## src/rtl/gpio_pkg.sv

```systemverilog
package gpio_pkg;

    parameter int GPIO_PINS   = 7;
    parameter int GPIO_REG_W  = 8;
    parameter int GPIO_ADDR_W = 4;
    parameter int GPIO_SYNC_N = 2;

    localparam logic [GPIO_ADDR_W-1:0] ADDR_DIRECTION = 'd0;
    localparam logic [GPIO_ADDR_W-1:0] ADDR_POLTYPE   = 'd1;

    typedef enum logic [1:0] {
        PIN_INPUT      = 2'd0,
        PIN_PUSH_PULL  = 2'd1,
        PIN_OPEN_DRAIN = 2'd2
    } pin_mode_e;

    typedef struct packed {
        logic is_output;
        logic pol_type;
    } pin_cfg_t;

    typedef struct packed {
        logic oe;
        logic val;
    } pad_drive_t;

    function automatic pin_mode_e decode_mode(input pin_cfg_t cfg);
        if (!cfg.is_output)
            return PIN_INPUT;
        else if (cfg.pol_type)
            return PIN_OPEN_DRAIN;
        else
            return PIN_PUSH_PULL;
    endfunction

    function automatic pad_drive_t drive_for(input pin_mode_e mode, input logic data);
        pad_drive_t d;
        case (mode)
            PIN_PUSH_PULL:  begin d.oe = 1'b1;  d.val = data; end
            PIN_OPEN_DRAIN: begin d.oe = ~data; d.val = 1'b0; end
            default:        begin d.oe = 1'b0;  d.val = 1'b0; end
        endcase
        return d;
    endfunction

    function automatic logic asserted_level(input logic raw, input logic active_high);
        return active_high ? raw : ~raw;
    endfunction

endpackage

```

## src/rtl/gpio_cfg_regs.sv

```systemverilog
module gpio_cfg_regs
    import gpio_pkg::*;
#(
    parameter int NUM_PINS = GPIO_PINS,
    parameter int REG_W    = GPIO_REG_W,
    parameter int ADDR_W   = GPIO_ADDR_W
) (
    input  logic              clk,
    input  logic              rst,
    input  logic              wr_en,
    input  logic [ADDR_W-1:0] addr,
    input  logic [REG_W-1:0]  wdata,
    output logic [REG_W-1:0]  rdata,
    output logic [NUM_PINS-1:0] dir_q,
    output logic [NUM_PINS-1:0] pt_q
);
    localparam int RSV_W = REG_W - NUM_PINS;
    localparam logic [ADDR_W-1:0] A_DIR = ADDR_W'(0);
    localparam logic [ADDR_W-1:0] A_PT  = ADDR_W'(1);

    logic hit_dir;
    logic hit_pt;

    assign hit_dir = wr_en && (addr == A_DIR);
    assign hit_pt  = wr_en && (addr == A_PT);

    always_ff @(posedge clk) begin
        if (rst) begin
            dir_q <= '0;
            pt_q  <= '1;
        end else begin
            if (hit_dir) dir_q <= wdata[NUM_PINS-1:0];
            if (hit_pt)  pt_q  <= wdata[NUM_PINS-1:0];
        end
    end

    always_comb begin
        case (addr)
            A_DIR:   rdata = {{RSV_W{1'b0}}, dir_q};
            A_PT:    rdata = {{RSV_W{1'b0}}, pt_q};
            default: rdata = '0;
        endcase
    end

endmodule

```

## src/rtl/gpio_in_sync.sv

```systemverilog
module gpio_in_sync #(
    parameter int NUM_PINS = 7,
    parameter int STAGES   = 2
) (
    input  logic                clk,
    input  logic                rst,
    input  logic [NUM_PINS-1:0] async_in,
    output logic [NUM_PINS-1:0] sync_out
);
    logic [STAGES-1:0][NUM_PINS-1:0] stage_q;

    for (genvar s = 0; s < STAGES; s++) begin : g_stage
        if (s == 0) begin : g_first
            always_ff @(posedge clk) begin
                if (rst) stage_q[s] <= '0;
                else     stage_q[s] <= async_in;
            end
        end else begin : g_next
            always_ff @(posedge clk) begin
                if (rst) stage_q[s] <= '0;
                else     stage_q[s] <= stage_q[s-1];
            end
        end
    end

    assign sync_out = stage_q[STAGES-1];

endmodule

```

## src/rtl/gpio_pad_drive.sv

```systemverilog
module gpio_pad_drive
    import gpio_pkg::*;
#(
    parameter int NUM_PINS = GPIO_PINS
) (
    input  logic [NUM_PINS-1:0] dir_q,
    input  logic [NUM_PINS-1:0] pt_q,
    input  logic [NUM_PINS-1:0] core_out,
    input  logic [NUM_PINS-1:0] sync_in,
    output logic [NUM_PINS-1:0] pad_out,
    output logic [NUM_PINS-1:0] pad_oe,
    output logic [NUM_PINS-1:0] core_in
);
    for (genvar p = 0; p < NUM_PINS; p++) begin : g_pin
        pin_cfg_t   cfg;
        pin_mode_e  mode;
        pad_drive_t drv;

        always_comb begin
            cfg.is_output = dir_q[p];
            cfg.pol_type  = pt_q[p];
            mode          = decode_mode(cfg);
            drv           = drive_for(mode, core_out[p]);
        end

        assign pad_oe[p]  = drv.oe;
        assign pad_out[p] = drv.val;
        assign core_in[p] = (mode == PIN_INPUT) ? asserted_level(sync_in[p], cfg.pol_type) : 1'b0;
    end

endmodule

```

## src/rtl/gpio_pin_ctrl.sv

```systemverilog
module gpio_pin_ctrl
    import gpio_pkg::*;
#(
    parameter int NUM_PINS = GPIO_PINS,
    parameter int REG_W    = GPIO_REG_W,
    parameter int ADDR_W   = GPIO_ADDR_W,
    parameter int SYNC_N   = GPIO_SYNC_N
) (
    input  logic                clk,
    input  logic                rst,
    input  logic                reg_wr_en,
    input  logic [ADDR_W-1:0]   reg_addr,
    input  logic [REG_W-1:0]    reg_wdata,
    output logic [REG_W-1:0]    reg_rdata,
    input  logic [NUM_PINS-1:0] pad_in,
    output logic [NUM_PINS-1:0] pad_out,
    output logic [NUM_PINS-1:0] pad_oe,
    input  logic [NUM_PINS-1:0] core_out,
    output logic [NUM_PINS-1:0] core_in
);
    logic [NUM_PINS-1:0] dir_q;
    logic [NUM_PINS-1:0] pt_q;
    logic [NUM_PINS-1:0] sync_in;

    gpio_cfg_regs #(
        .NUM_PINS (NUM_PINS),
        .REG_W    (REG_W),
        .ADDR_W   (ADDR_W)
    ) u_regs (
        .clk   (clk),
        .rst   (rst),
        .wr_en (reg_wr_en),
        .addr  (reg_addr),
        .wdata (reg_wdata),
        .rdata (reg_rdata),
        .dir_q (dir_q),
        .pt_q  (pt_q)
    );

    gpio_in_sync #(
        .NUM_PINS (NUM_PINS),
        .STAGES   (SYNC_N)
    ) u_sync (
        .clk      (clk),
        .rst      (rst),
        .async_in (pad_in),
        .sync_out (sync_in)
    );

    gpio_pad_drive #(
        .NUM_PINS (NUM_PINS)
    ) u_drive (
        .dir_q    (dir_q),
        .pt_q     (pt_q),
        .core_out (core_out),
        .sync_in  (sync_in),
        .pad_out  (pad_out),
        .pad_oe   (pad_oe),
        .core_in  (core_in)
    );

endmodule

```

## config.mk

```make
export PLATFORM = sky130hd
export DESIGN_NAME = gpio_pin_ctrl
export DESIGN_NICKNAME = d
export VERILOG_FILES = /design/src/rtl/gpio_pkg.sv /design/src/rtl/gpio_cfg_regs.sv /design/src/rtl/gpio_in_sync.sv /design/src/rtl/gpio_pad_drive.sv /design/src/rtl/gpio_pin_ctrl.sv
export SDC_FILE = /design/constraint.sdc
export NUM_CORES = 1
export LEC_CHECK = 0
export ABC_AREA = 1
export BUFFER_PORTS_ARGS = -buffer_cell sky130_fd_sc_hd__buf_4
export CAP_MARGIN = 30
export CORE_AREA = 10 10 111 73
export CTS_BUF_LIST = sky130_fd_sc_hd__clkbuf_8 sky130_fd_sc_hd__clkbuf_16
export CTS_CLUSTER_DIAMETER = 30
export DETAILED_ROUTE_END_ITERATION = 10
export DIE_AREA = 0 0 121 83
export GPL_ROUTABILITY_DRIVEN = 1
export GPL_TIMING_DRIVEN = 1
export MAX_ROUTING_LAYER = met4
export SLEW_MARGIN = 30
export SYNTH_ARGS = -nofsm -noshare
export SYNTH_HDL_FRONTEND = slang
export SYNTH_HIERARCHICAL = 1
export SYNTH_SLANG_ARGS = --single-unit
```

## constraint.sdc

```tcl
create_clock -name clk -period 1.73 [get_ports clk]
set_input_delay 0.0865 -clock clk [delete_from_list [all_inputs] [get_ports clk]]
set_output_delay 0.0865 -clock clk [all_outputs]
set_load 0.005 [all_outputs]
```

Word level (Yosys, flattened, before mapping)
Cells that the tools add are included.

operators by class
  eq/ne operators = 15
  muxes and demuxes = 36
  bitwise logic cells = 14
  reductions and logical operators = 10

operators with widths
  operator                                                               count
  2-bit 2-to-1 mux                                                       14
  2-bit one-hot mux with 2 select lines                                  7
  2-bit by 1-bit equality test with 1-bit output, second input constant  7
  2-bit equality test, second input constant                             7
  2-bit logical NOT                                                      7
  1-bit 2-to-1 mux                                                       14
  1-bit inverter                                                         14
  7-bit one-hot mux with 2 select lines                                  1
  4-bit by 1-bit equality test with 1-bit output, second input constant  1
  4-bit logical NOT                                                      1
  1-bit logical AND                                                      2

storage, ports and cells
  register bits = 28
  input bits = 29
  output and inout port bits = 29
  logic and storage cells = 79

Depth between registers and ports, before layout
Gate-level depths: netlist (run 1).

  depth after elaboration = 4
  mapped depth = 5
  gate-level depth less buffers = 5

Hierarchy
The synthesis (run 1) kept the hierarchy.

by module, submodules not included
  module          instances  cells an instance  area an instance (µm²)  sequential area each (µm²)
  gpio_cfg_regs   1          114                778.2                   280.3
  gpio_in_sync    1          50                 449.2                   280.3
  gpio_pad_drive  1          61                 242.7                   0.0

Least setup slack after synthesis (run 1)
No wires, ideal clock.

  kind = in2reg
  from = input reg_wr_en
  to = register u_regs.dir_q[0]
  library setup time = 0.110 ns
  data arrival time = 0.644 ns
  data required time = 1.620 ns
  slack = 0.976 ns
  cell stages on the path = 5
  path buffers = 2
  cells stage by stage = clkbuf_2 > buf_2 > nand4_1 > nand2_1 > nor2_1

on the way
  cells in the longest elaborated chain, start to end = 1

RTL lines
  element                 line                 RTL
  start: declaration      gpio_pin_ctrl.sv:11  input logic reg_wr_en,
  1-bit logical AND       gpio_cfg_regs.sv:24  assign hit_dir = wr_en && (addr == A_DIR);
  end signal: assignment  gpio_cfg_regs.sv:32  if (hit_dir) dir_q <= wdata[NUM_PINS-1:0];
  end: declaration        gpio_cfg_regs.sv:14  output logic [NUM_PINS-1:0] dir_q,

Every way passes these cells.
A chain may end at the register's enable or synchronous reset.

Worst setup path in the final report (run 1)
  from = input reg_addr[3]
  to = output reg_rdata[2]

on the way
  cells in the longest elaborated chain, start to end = 2
  elaborated cells between the ends (all ways) = 3
  classes of those cells = eq/ne: 1; mux: 1; reduce/logical: 1

RTL lines
  element                                                                                     line                 RTL
  start: declaration                                                                          gpio_pin_ctrl.sv:12  input logic [ADDR_W-1:0] reg_addr,
  4-bit by 1-bit equality test with 1-bit output / 4-bit logical NOT (equally long branches)  gpio_cfg_regs.sv:38  case (addr)
  7-bit one-hot mux with 2 select lines *                                                     gpio_cfg_regs.sv:38
  end: declaration                                                                            gpio_pin_ctrl.sv:14  output logic [REG_W-1:0] reg_rdata,

Mark *: on every way between the ends. The rest lies on a longest branch, timed or not.

==> results of run 1 <==
worst paths after layout:
path,to,start,cells past startpoint
worst max-delay path,reg_rdata[2],reg_addr[3],5
worst min-delay path,u_sync/stage_q[2],pad_in[2],3
worst max register to register,u_regs/dir_q[2],u_regs/dir_q[2],4
worst min register to register,u_sync/sync_out[5],u_sync/stage_q[5],2
worst reg2reg max path: cells and delay by family (launching register included):
family,cells,cell delay (ps)
AND/OR/NAND/NOR,2,160
buffers and inverters,2,110
flip-flops,1,380
state kept, by name (all words and copies together), names as in the netlist:
register and count:
u_sync/sync_out 7, u_regs/pt_q 7, u_regs/dir_q 7, u_sync/stage_q 7
metal layers:
metal	track usage, %	part of all wire, %
met2	13.1	45
met1	9.84	47
met3	3.45	7.5
met4	0.325	0.44
met5	-	0
synth_stat cells (all sizes together):
| cell type | number | area share, % |
|---|---|---|
| dfxtp | 28 | 38 |
| inv | 51 | 13 |
| clkbuf | 2 | 0.60 |
| nand3 | 16 | 6.6 |
| and3 | 2 | 0.85 |
| nand2 | 41 | 10 |
| a21oi | 7 | 2.4 |
| conb | 1 | 0.26 |
| nor2 | 43 | 13 |
| nand4 | 14 | 6.0 |
| buf | 13 | 6.8 |
| o21ai | 7 | 2.4 |
final cells by class:
cell class	count	area share (%)
sequential	28	28.3
clock inverter	1	1.52
tap	84	5.31
multi-input combinational	131	30.8
timing repair buffer	58	22.3
inverter	51	9.68
clock buffer	3	2.09
through the flow:
step / std cells / utilization [%] / instance area [sq um] / total power, uW / hold slack (ps)
6_report: 356 / 32.8 / 1980 / 1380 / 13.1
2_1_floorplan: 225 / - / 1470 / 794 / 158
5_1_grt: 356 / 32.8 / 1980 / 1460 / 13.1
3_3_place_gp: 350 / 31.3 / 1890 / 878 / 289
4_1_cts: 356 / 32.8 / 1980 / 1410 / 8.16
3_5_place_dp: 350 / 31.3 / 1890 / 882 / 294
kinds of logic (layout without fill, tap and decap cells):
kind of cell | count (synthesis) | after routing
AOI/OAI and AO/OA | 14 | 14
other | 1 | 1
and+or+nand+nor | 116 | 116
buffers and inverters | 66 | 113
DFF | 28 | 28
repair_timing:
action | 4_1_cts | 5_1_grt
hold buffers | 2 | 0
endpoints found under the hold margin | 2 | 0
setup buffers | 0 | 0
power by group through the flow:
stage	Sequential, uW	Combinational [uW]	Clock [uW]
2_1_floorplan	690	104	0
3_3_place_gp	694	184	0
3_5_place_dp	695	188	0
4_1_cts	680	192	538
5_1_grt	683	215	564
6_report	679	189	514
==> key figures, run 1 <==
Run status
  • Outcome: finished, final reports clean

Synthesis
  • Post-Syn Area: 1470 sq um
  • XOR/XNOR share of the synthesized area: 0%
  • Mapped Cells: 225
  • Mean Syn Cell Area: 6.53 sq um
  • Synth cell types: 18
  • Post-Synth Adder-Cell Area: 0%
  • Yosys warning count: 6
  • Synthesized Nets: 254
  • Largest family of logic cells by synthesized area: simple AND/OR/NAND/NOR gates
  • Synthesized flop and latch total: 28
  • Synth Area in Simple Gates: 36.4%
  • Compound-cell area share of the yosys netlist: under 10%
  • Post-synthesis mux area share: 0%
  • Seq/Total Area, Yosys: 38.1%

Worst setup path
  • R2R Setup Slk: 1020 ps
  • Crit Path Max Fanout: 16
  • CP max stage delay: 340 ps
  • Worst path buffer plus inverter count: 2
  • Crit path cell chain: buf_4 -> nor2_4 -> nand2_1 -> o21ai_0 -> buf_4
  • Worst path top cell family by delay: simple AND/OR/NAND/NOR gates
  • Most used cell, CP: buf_4
  • Critical path data required time: 1640 ps
  • CP Capture Type: output port
  • Critical path type: primary input to output port
  • Startpoint type of the worst setup path: primary input
  • Slowest CP cell: nor2_4
  • Crit path arrival time: roughly 1300 ps

Drt
  • Via/cell ratio: 4.03
  • DR vias: 1433
  • Detailed Route WL: 4.06 mm
  • DRC errors left: 0
  • Initial DRT Pass Iterations: 4
  • Routed Antenna Nets: 0
  • DR iter-0 viols: 115
  • Wire per inst: 11.4 um

Timing
  • Setup TNS: 0 ps
  • Period utilisation layout: about 79%
  • Fmax: 0.728 GHz
  • Setup Skew: 8.30 ps
  • Finish-stage setup viols: 0
  • Final worst-path setup slack: 357 ps
  • Min cycle time layout: around 1400 ps
  • RSZ-0062 raised after global routing: no
  • Hold Violations, Final: 0
  • Max-slew violations: 0

Power
  • Lkg Pwr: 0.00105 uW
  • Combinational fraction of design power: 13.7%
  • Worst IR Drop VDD: 250 uV
  • Clock power frac: a little under two fifths
  • Switching share of total power: 22.7%
  • PD cells: 699 nW/um^2
  • Seq pwr share: 49.1%
  • Switch Pwr: 314 uW
  • Pint: about 1100 uW

Floorplanning
  • Core area: between 6000 and 7000 sq um
  • Placement Rows: 22
  • Initial Util: approximately a quarter
  • DIE HEIGHT: between 80 and 90 um
  • Die W: ~120 um
  • I/O Pins: 58
  • Die Area: ~10000 sq um

CTS
  • Clk root buf: clkbuf_8
  • Total CTS buffers: 3
  • Clock transition at the registers of the reported paths: 90 ps
  • CTS resizes: 0
  • CTS tree: built
  • Sink Count: 28
  • Worst skew pair latency: 280 ps
  • Maximum clock path buffer count: 2
  • H-tree lvl count: 1

Global routing
  • Vias in the first global route: 1412
  • Global Route Usage Sum: 8.20%
  • Initial antenna violation count: 0
  • Largest net degree at the start of global routing: 17
  • Grt ovf: 0
  • First-pass GRT wire length: ~6.7 mm

Cells and area
  • Layout cells sized above 1: 23.9%
  • FF/Latch Area: 561 sq um
  • # nets final: roughly 300
  • Multi-input gate area in the final layout: 609 sq um
  • # fillers: about 660
  • # diodes: 0
  • Area grow syn2layout: 34.6%
  • Most frequent cells in the layout: 56 x buf_4, 51 x inv_1, 41 x nand2_1, 40 x nor2_1, 28 x dfxtp_1
  • Most common cell after layout, fill and taps aside: buf_4

Run
  • Max-cap viol count: 0

Placed design
  • Final Wtd Congestion: 0.730
  • DP HPWL: 3.20 mm
  • Port-buffer cells: 55
  • Pre-CTS setup slack: 371 ps

Min path
  • Worst hold path class: primary input to flip-flop
No activity file was read; power rests on OpenSTA's default activity.
==> run 2: changes to the inputs <==
==> constraint.sdc (replaced) <==
create_clock -name clk -period 1.3 [get_ports clk]
set_input_delay 0.065 -clock clk [delete_from_list [all_inputs] [get_ports clk]]
set_output_delay 0.065 -clock clk [all_outputs]
set_load 0.005 [all_outputs]
==> key figures, run 2 (synthesis gave the netlist of run 1 again) <==
Global routing
  • Initial antenna violation count: 0 (unchanged)
  • Grt ovf: 0 (unchanged)
  • First-pass GRT wire length: 6.71 mm (-0.10%)
  • Vias in the first global route: 1390 (-1.6%)
  • Largest net degree at the start of global routing: 17 (unchanged)
  • Global Route Usage Sum: 8.35% (+0.16 points)

Run
  • Max-cap viol count: 0 (unchanged)

Floorplanning
  • Die W: 121 um (unchanged)
  • DIE HEIGHT: 83 um (unchanged)
  • I/O Pins: 58 (unchanged)
  • Core area: 6030 sq um (unchanged)
  • Placement Rows: 22 (unchanged)
  • Initial Util: 24.4% (unchanged)
  • Die Area: 10000 sq um (unchanged)

Worst setup path
  • CP Capture Type: output port
  • CP startpoint: u_regs/pt_q[2]
  • Reg2Reg Depth: 4 (unchanged)
  • Startpoint type of the worst setup path: flip-flop
  • Crit path arrival time: 1110 ps (-180 ps)
  • R2r endpoint: u_regs/dir_q[2]
  • Critical path type: flip-flop to output port
  • R2R Setup Slk: 620 ps (-400 ps)
  • RR Startpoint: u_regs/dir_q[2]
  • Critical path data required time: 1240 ps (-400 ps)
  • Crit Path Max Fanout: 4 (-12)

Power
  • Pint: 1440 uW (+35%)
  • Lkg Pwr: 0.00109 uW (+3.9%)
  • Seq pwr share: 47.9% (-1.2 points)
  • PD cells: 917 nW/um^2 (+31%)
  • Switching share of total power: 23.7% (+0.96 points)
  • Clock power frac: 37.6% (+0.4 points)
  • Switch Pwr: 447 uW (+42%)
  • Worst IR Drop VDD: 404 uV (+61%)
  • Combinational fraction of design power: 14.5% (+0.8 points)

Min path
  • Hold depth: 3 (unchanged)
  • Hold_sp: reg_wdata[1]
  • Hold Path Sink: u_regs/pt_q[1]
  • Worst hold path class: primary input to flip-flop

Placed design
  • Placed cell count: 354 (+1.1%)
  • Placed cell area: 1920 sq um (+1.6%)
  • Port-buffer cells: 55 (unchanged)
  • DP HPWL: 3.28 mm (+2.5%)
  • Final Wtd Congestion: 0.757 (+3.7%)

Drt
  • Via/cell ratio: 4.00 (-0.63%)
  • Wire per inst: 11.4 um (-0.11%)
  • Detailed Route WL: 4.15 mm (+2.4%)
  • Initial DRT Pass Iterations: 4 (unchanged)
  • DR vias: 1460 (+1.9%)
  • DR iter-0 viols: 43 (-63%)
  • Routed Antenna Nets: 0 (unchanged)
  • DRC errors left: 0 (unchanged)

Cells and area
  • Non-filler cells, final: 365 (+2.5%)
  • # fillers: 660 (+0.76%)
  • # nets final: 311 (+3.0%)
  • Finished Cell Area: 2060 sq um (+4.0%)
  • Area grow syn2layout: 40.0%
  • Most common cell after layout, fill and taps aside: buf_4
  • Most frequent cells in the layout: 60 x buf_4, 51 x inv_1, 41 x nand2_1, 40 x nor2_1, 28 x dfxtp_1
  • Layout cells sized above 1: 24.6% (+0.66 points)
  • # diodes: 0 (unchanged)

Timing
  • Finish-stage setup viols: 0 (unchanged)
  • RSZ-0062 raised after global routing: no
  • Setup Skew: 10.8 ps (+2.45 ps)
  • Fmax: 0.849 GHz
  • Period utilisation layout: 90.6%
  • Setup TNS: 0 ps (unchanged)
  • Max-slew violations: 0 (unchanged)
  • Hold Violations, Final: 0 (unchanged)
  • Min cycle time layout: 1180 ps

CTS
  • Post-CTS setup buffer count: 0 (unchanged)
  • Total CTS buffers: 3 (unchanged)
  • H-tree lvl count: 1 (unchanged)
  • CTS tree: built
  • Clock transition at the registers of the reported paths: 110 ps (+20 ps)
  • Clk root buf: clkbuf_8
  • Worst skew pair latency: 280 ps (about the same)
  • Sink Count: 28 (unchanged)
  • Maximum clock path buffer count: 2 (unchanged)

Run status
  • Outcome: finished, final reports clean
run 2: routing by layer:
metal	vias up	share of wire (%)	wire, um	track usage, %
li1	784	-	-	-
met1	639	47	1970	9.76
met2	32	45	1890	13.3
met3	5	6.4	266	3.31
met4	0	0.60	25	1.63
met5	-	0	0	-
run 2: power by group through the flow:
stage	Sequential [uW]	Combinational, uW	Clock, uW
final	904	273	710
after CTS	905	276	742
after detailed placement	924	258	0
after floorplan	918	139	0
after global placement	924	254	0
after global routing	909	306	788
run 2: stage by stage:
stage          worst slack (ps)  power, uW  utilization (%)  hold slack (ps)
2_1_floorplan               567       1060                -              136
3_3_place_gp                214       1180             31.8              269
3_5_place_dp                161       1180             31.8              275
4_1_cts                     110       1920             34.1             47.2
5_1_grt                    14.2       2000             34.1             51.8
6_report                    123       1890             34.1             48.9
run 2: layout make-up:
type                            instances  area, sq um  area share, %
Clock buffer                            3         41.3           2.01
Inverter                               51          191           9.30
Multi-Input combinational cell        131          609           29.6
Tap cell                               84          105           5.11
Timing Repair Buffer                   67          520           25.3
Sequential cell                        28          561           27.2
Clock inverter                          1         30.0           1.46
run 2: how the worst max path moves through the flow:
stage	cells after the start	end	slack, ps
after global routing	5	core_in[2]	10
after floorplan	5	u_regs/dir_q[0]	570
final	5	core_in[2]	120
after CTS	5	core_in[2]	110
after detailed placement	5	reg_rdata[2]	160
after global placement	5	reg_rdata[2]	210
run 2: worst max-delay path, cell delays in order, from the launching register on:
cell	delay [ps]
dfxtp_1	430
inv_1	100
nand2_1	70
nand2_1	50
nor2_1	80
buf_4	110
run 2: timing repair:
| action | 4_1_cts | 5_1_grt |
|---|---|---|
| resized for setup | 0 | 1 |
| hold buffers | 7 | 0 |
| endpoints found under the hold margin | 7 | 0 |
| endpoints found under the setup margin | 0 | 1 |
==> run 3: changes to the inputs <==
--- a/config.mk
+++ b/config.mk
@@ -8,16 +8,18 @@
 export ABC_AREA = 1
 export BUFFER_PORTS_ARGS = -buffer_cell sky130_fd_sc_hd__buf_4
 export CAP_MARGIN = 30
-export CORE_AREA = 10 10 111 73
+export CELL_PAD_IN_SITES_DETAIL_PLACEMENT = 0
+export CELL_PAD_IN_SITES_GLOBAL_PLACEMENT = 1
+export CORE_AREA = 10 10 105 70
 export CTS_BUF_LIST = sky130_fd_sc_hd__clkbuf_8 sky130_fd_sc_hd__clkbuf_16
 export CTS_CLUSTER_DIAMETER = 30
 export DETAILED_ROUTE_END_ITERATION = 10
-export DIE_AREA = 0 0 121 83
+export DIE_AREA = 0 0 115 80
 export GPL_ROUTABILITY_DRIVEN = 1
 export GPL_TIMING_DRIVEN = 1
 export MAX_ROUTING_LAYER = met4
+export PLACE_DENSITY_LB_ADDON = 0.1
 export SLEW_MARGIN = 30
 export SYNTH_ARGS = -nofsm -noshare
 export SYNTH_HDL_FRONTEND = slang
-export SYNTH_HIERARCHICAL = 1
 export SYNTH_SLANG_ARGS = --single-unit
==> key figures, run 3 <==
Synthesis
  • Compound-cell area share of the yosys netlist: 11.2% (+6.5 points)
  • Post-synth EDFFs: 0 (unchanged)
  • Mapped Cells: 188 (-16%)
  • Area leader, netlist: dfxtp_1
  • Ys async rst share: 0% (unchanged)
  • Ys flop type: dfxtp_1
  • Post-Syn Area: 1320 sq um (-10%)
  • Mean Syn Cell Area: 7.04 sq um (+7.8%)
  • XOR/XNOR share of the synthesized area: 0% (unchanged)
  • Post-Synth Adder-Cell Area: 0% (unchanged)
  • Share of the synthesized area in the top cell type: 42.3% (+4.2 points)
  • Seq/Total Area, Yosys: 42.3% (+4.2 points)
  • Yosys warning count: 0 (-6)
  • Post-synthesis mux area share: 0% (unchanged)
  • Synthesized Nets: 217 (-15%)
  • Synth cell types: 20 (+2)
  • Synthesized flop and latch total: 28 (unchanged)
  • Count leader, synth: inv_1
  • Synth top area cells: dfxtp_1 42%, inv_1 12%, nand2_1 7.1%
  • Synth Area in Simple Gates: 31.1% (-5.3 points)
  • Post-synth top cells: 44 x inv_1, 28 x dfxtp_1, 25 x nand2_1, 25 x nor2_1
  • Largest family of logic cells by synthesized area: simple AND/OR/NAND/NOR gates

Placed design
  • Port-buffer cells: 55 (unchanged)
  • DP HPWL: 3.16 mm (-3.5%)
  • Placed cell area: 1810 sq um (-5.5%)
  • Final Wtd Congestion: 0.745 (-1.5%)

Timing
  • Min cycle time layout: 1170 ps (-8.67 ps)
  • Period utilisation layout: 89.9% (-0.67 points)
  • Hold Violations, Final: 0 (unchanged)
  • Fmax: 0.856 GHz (+0.74%)
  • RSZ-0062 raised after global routing: no
  • Hold slack final: 61.5 ps (+12.6 ps)
  • Finish-stage setup viols: 0 (unchanged)
  • Setup Skew: 0.683 ps (-10.1 ps)
  • Max-slew violations: 0 (unchanged)
  • Setup TNS: 0 ps (unchanged)

Drt
  • Routed Antenna Nets: 0 (unchanged)
  • Initial DRT Pass Iterations: 4 (unchanged)
  • Via/cell ratio: 4.19 (+4.8%)
  • DR iter-0 viols: 48 (+12%)
  • DRC errors left: 0 (unchanged)
  • DR vias: 1341 (-8.2%)
  • Wire per inst: 12.9 um (+13%)
  • Detailed Route WL: 4.12 mm (-0.72%)

CTS
  • Maximum clock path buffer count: 2 (unchanged)
  • Total CTS buffers: 3 (unchanged)
  • H-tree lvl count: 1 (unchanged)
  • Clk root buf: clkbuf_8
  • Worst skew pair latency: 280 ps (about the same)
  • Clock transition at the registers of the reported paths: 90 ps (-20 ps)
  • CTS tree: built
  • Sink Count: 28 (unchanged)

Global routing
  • Largest net degree at the start of global routing: 17 (unchanged)
  • Vias in the first global route: 1310 (-5.8%)
  • Grt ovf: 0 (unchanged)
  • Initial antenna violation count: 0 (unchanged)
  • First-pass GRT wire length: 6.52 mm (-2.9%)
  • Global Route Usage Sum: 9.21% (+0.86 points)

Worst setup path
  • Reg2Reg Depth: 4 (unchanged)
  • Critical Path Sink: core_in[0]
  • R2r endpoint: u_regs.dir_q[0]
  • CP startpoint: u_regs.pt_q[0]
  • Critical path type: flip-flop to output port
  • R2R Setup Slk: 610 ps (about the same)
  • RR Startpoint: u_regs.dir_q[0]
  • CP Capture Type: output port
  • Startpoint type of the worst setup path: flip-flop
  • Critical path data required time: 1240 ps (about the same)
  • Crit Path Max Fanout: 4 (unchanged)
  • Crit path arrival time: 1100 ps (about the same)

Floorplanning
  • DIE HEIGHT: 80 um (-3.6%)
  • Initial Util: 24.5% (+0.069 points)
  • I/O Pins: 58 (unchanged)
  • Die W: 115 um (-5.0%)
  • Core area: 5410 sq um (-10%)
  • Placement Rows: 21 (-4.5%)
  • Die Area: 9200 sq um (-8.4%)

Min path
  • Worst hold path class: primary input to flip-flop
  • Hold_sp: reg_wdata[0]

Power
  • Lkg Pwr: 0.00103 uW (-5.2%)
  • PD cells: 884 nW/um^2 (-3.5%)
  • Worst IR Drop VDD: 311 uV (-23%)
  • Total power: 1710 uW (-9.1%)

Cells and area
  • Layout cells sized above 1: 27.9% (+3.3 points)
  • # nets final: 281 (-9.6%)
  • Final core utilization: 35.8% (+1.7 points)
  • # diodes: 0 (unchanged)
  • Area grow syn2layout: 46.4%
  • Most frequent cells in the layout: 58 x buf_4, 44 x inv_1, 27 x dfxtp_1, 25 x nand2_1, 25 x nor2_1
  • Most common cell after layout, fill and taps aside: buf_4
  • Finished Cell Area: 1940 sq um (-5.8%)

Run
  • Max-cap viol count: 0 (unchanged)

Run status
  • Outcome: finished, final reports clean
[run 3: cell count changes after synthesis, sizes merged]
cell | previous run | this run
nor2 | 43 | 28
nand2 | 41 | 27
buf | 13 | 4
a21oi | 7 | 14
inv | 51 | 44
nand3 | 16 | 9
o22ai | 0 | 7
and3 | 2 | 3
[run 3: final cells by class]
| type | instances | area, sq um |
|---|---|---|
| clock buffers | 4 | 55.1 |
| inverters | 44 | 165 |
| flip-flops and latches | 28 | 562 |
| fillers | 605 | 3470 |
| multi-input cells | 110 | 564 |
| repair buffers | 65 | 505 |
| well taps | 69 | 86.3 |
[run 3: metal layers]
| layer | share of wire [%] | vias up | global-route usage [%] | wire length [um] |
|---|---|---|---|---|
| met1 | 53 | 584 | 12.3 | 2170 |
| met4 | 0.82 | 0 | 2.22 | 34 |
| li1 | - | 717 | - | - |
| met2 | 39 | 36 | 12.3 | 1600 |
| met3 | 7.7 | 4 | 3.90 | 317 |
| met5 | 0 | - | - | 0 |
[run 3: critical path: stages (launching register included)]
cell	delay (ps)
dfxtp_1	400
inv_1	90
o21ai_0	140
a21oi_1	60
buf_4	130
[run 3: logic make-up (layout without fill, tap and decap cells)]
kind of cell    count (synthesis)  count (layout)
simple gates                   81              81
buf+inv                        50             113
other cells                     1               1
flops                          28              28
compound gates                 28              28
[run 3: worst min path at each step]
stage | end | cells after the start
after floorplan | u_sync.stage_q[0] | 1
after detailed placement | u_sync.stage_q[3] | 3
after CTS | u_regs.pt_q[5] | 3
after global placement | u_sync.stage_q[3] | 3
after global routing | u_regs.pt_q[0] | 3
final | u_regs.pt_q[0] | 3
[run 3: report_power, final]
part	leakage, uW	switching [uW]	internal, uW
sequential	0.000229	13.6	887
combinational	0.000777	130	134
clock	0.0000288	277	272
total	0.00103	421	1290
[run 3: timing repair]
action / CTS / global route
hold buffers: 7 / 0
setup buffers: 0 / 0
endpoints found under the setup margin: 0 / 2
endpoints found under the hold margin: 7 / 0
gates resized for setup: 0 / 2
[run 3: stage by stage]
step                setup slack (ps)  cells
floorplan                        570    188
global placement                 300    309
detailed placement               312    309
CTS                              115    320
global route                    16.6    320
finish                           131    320
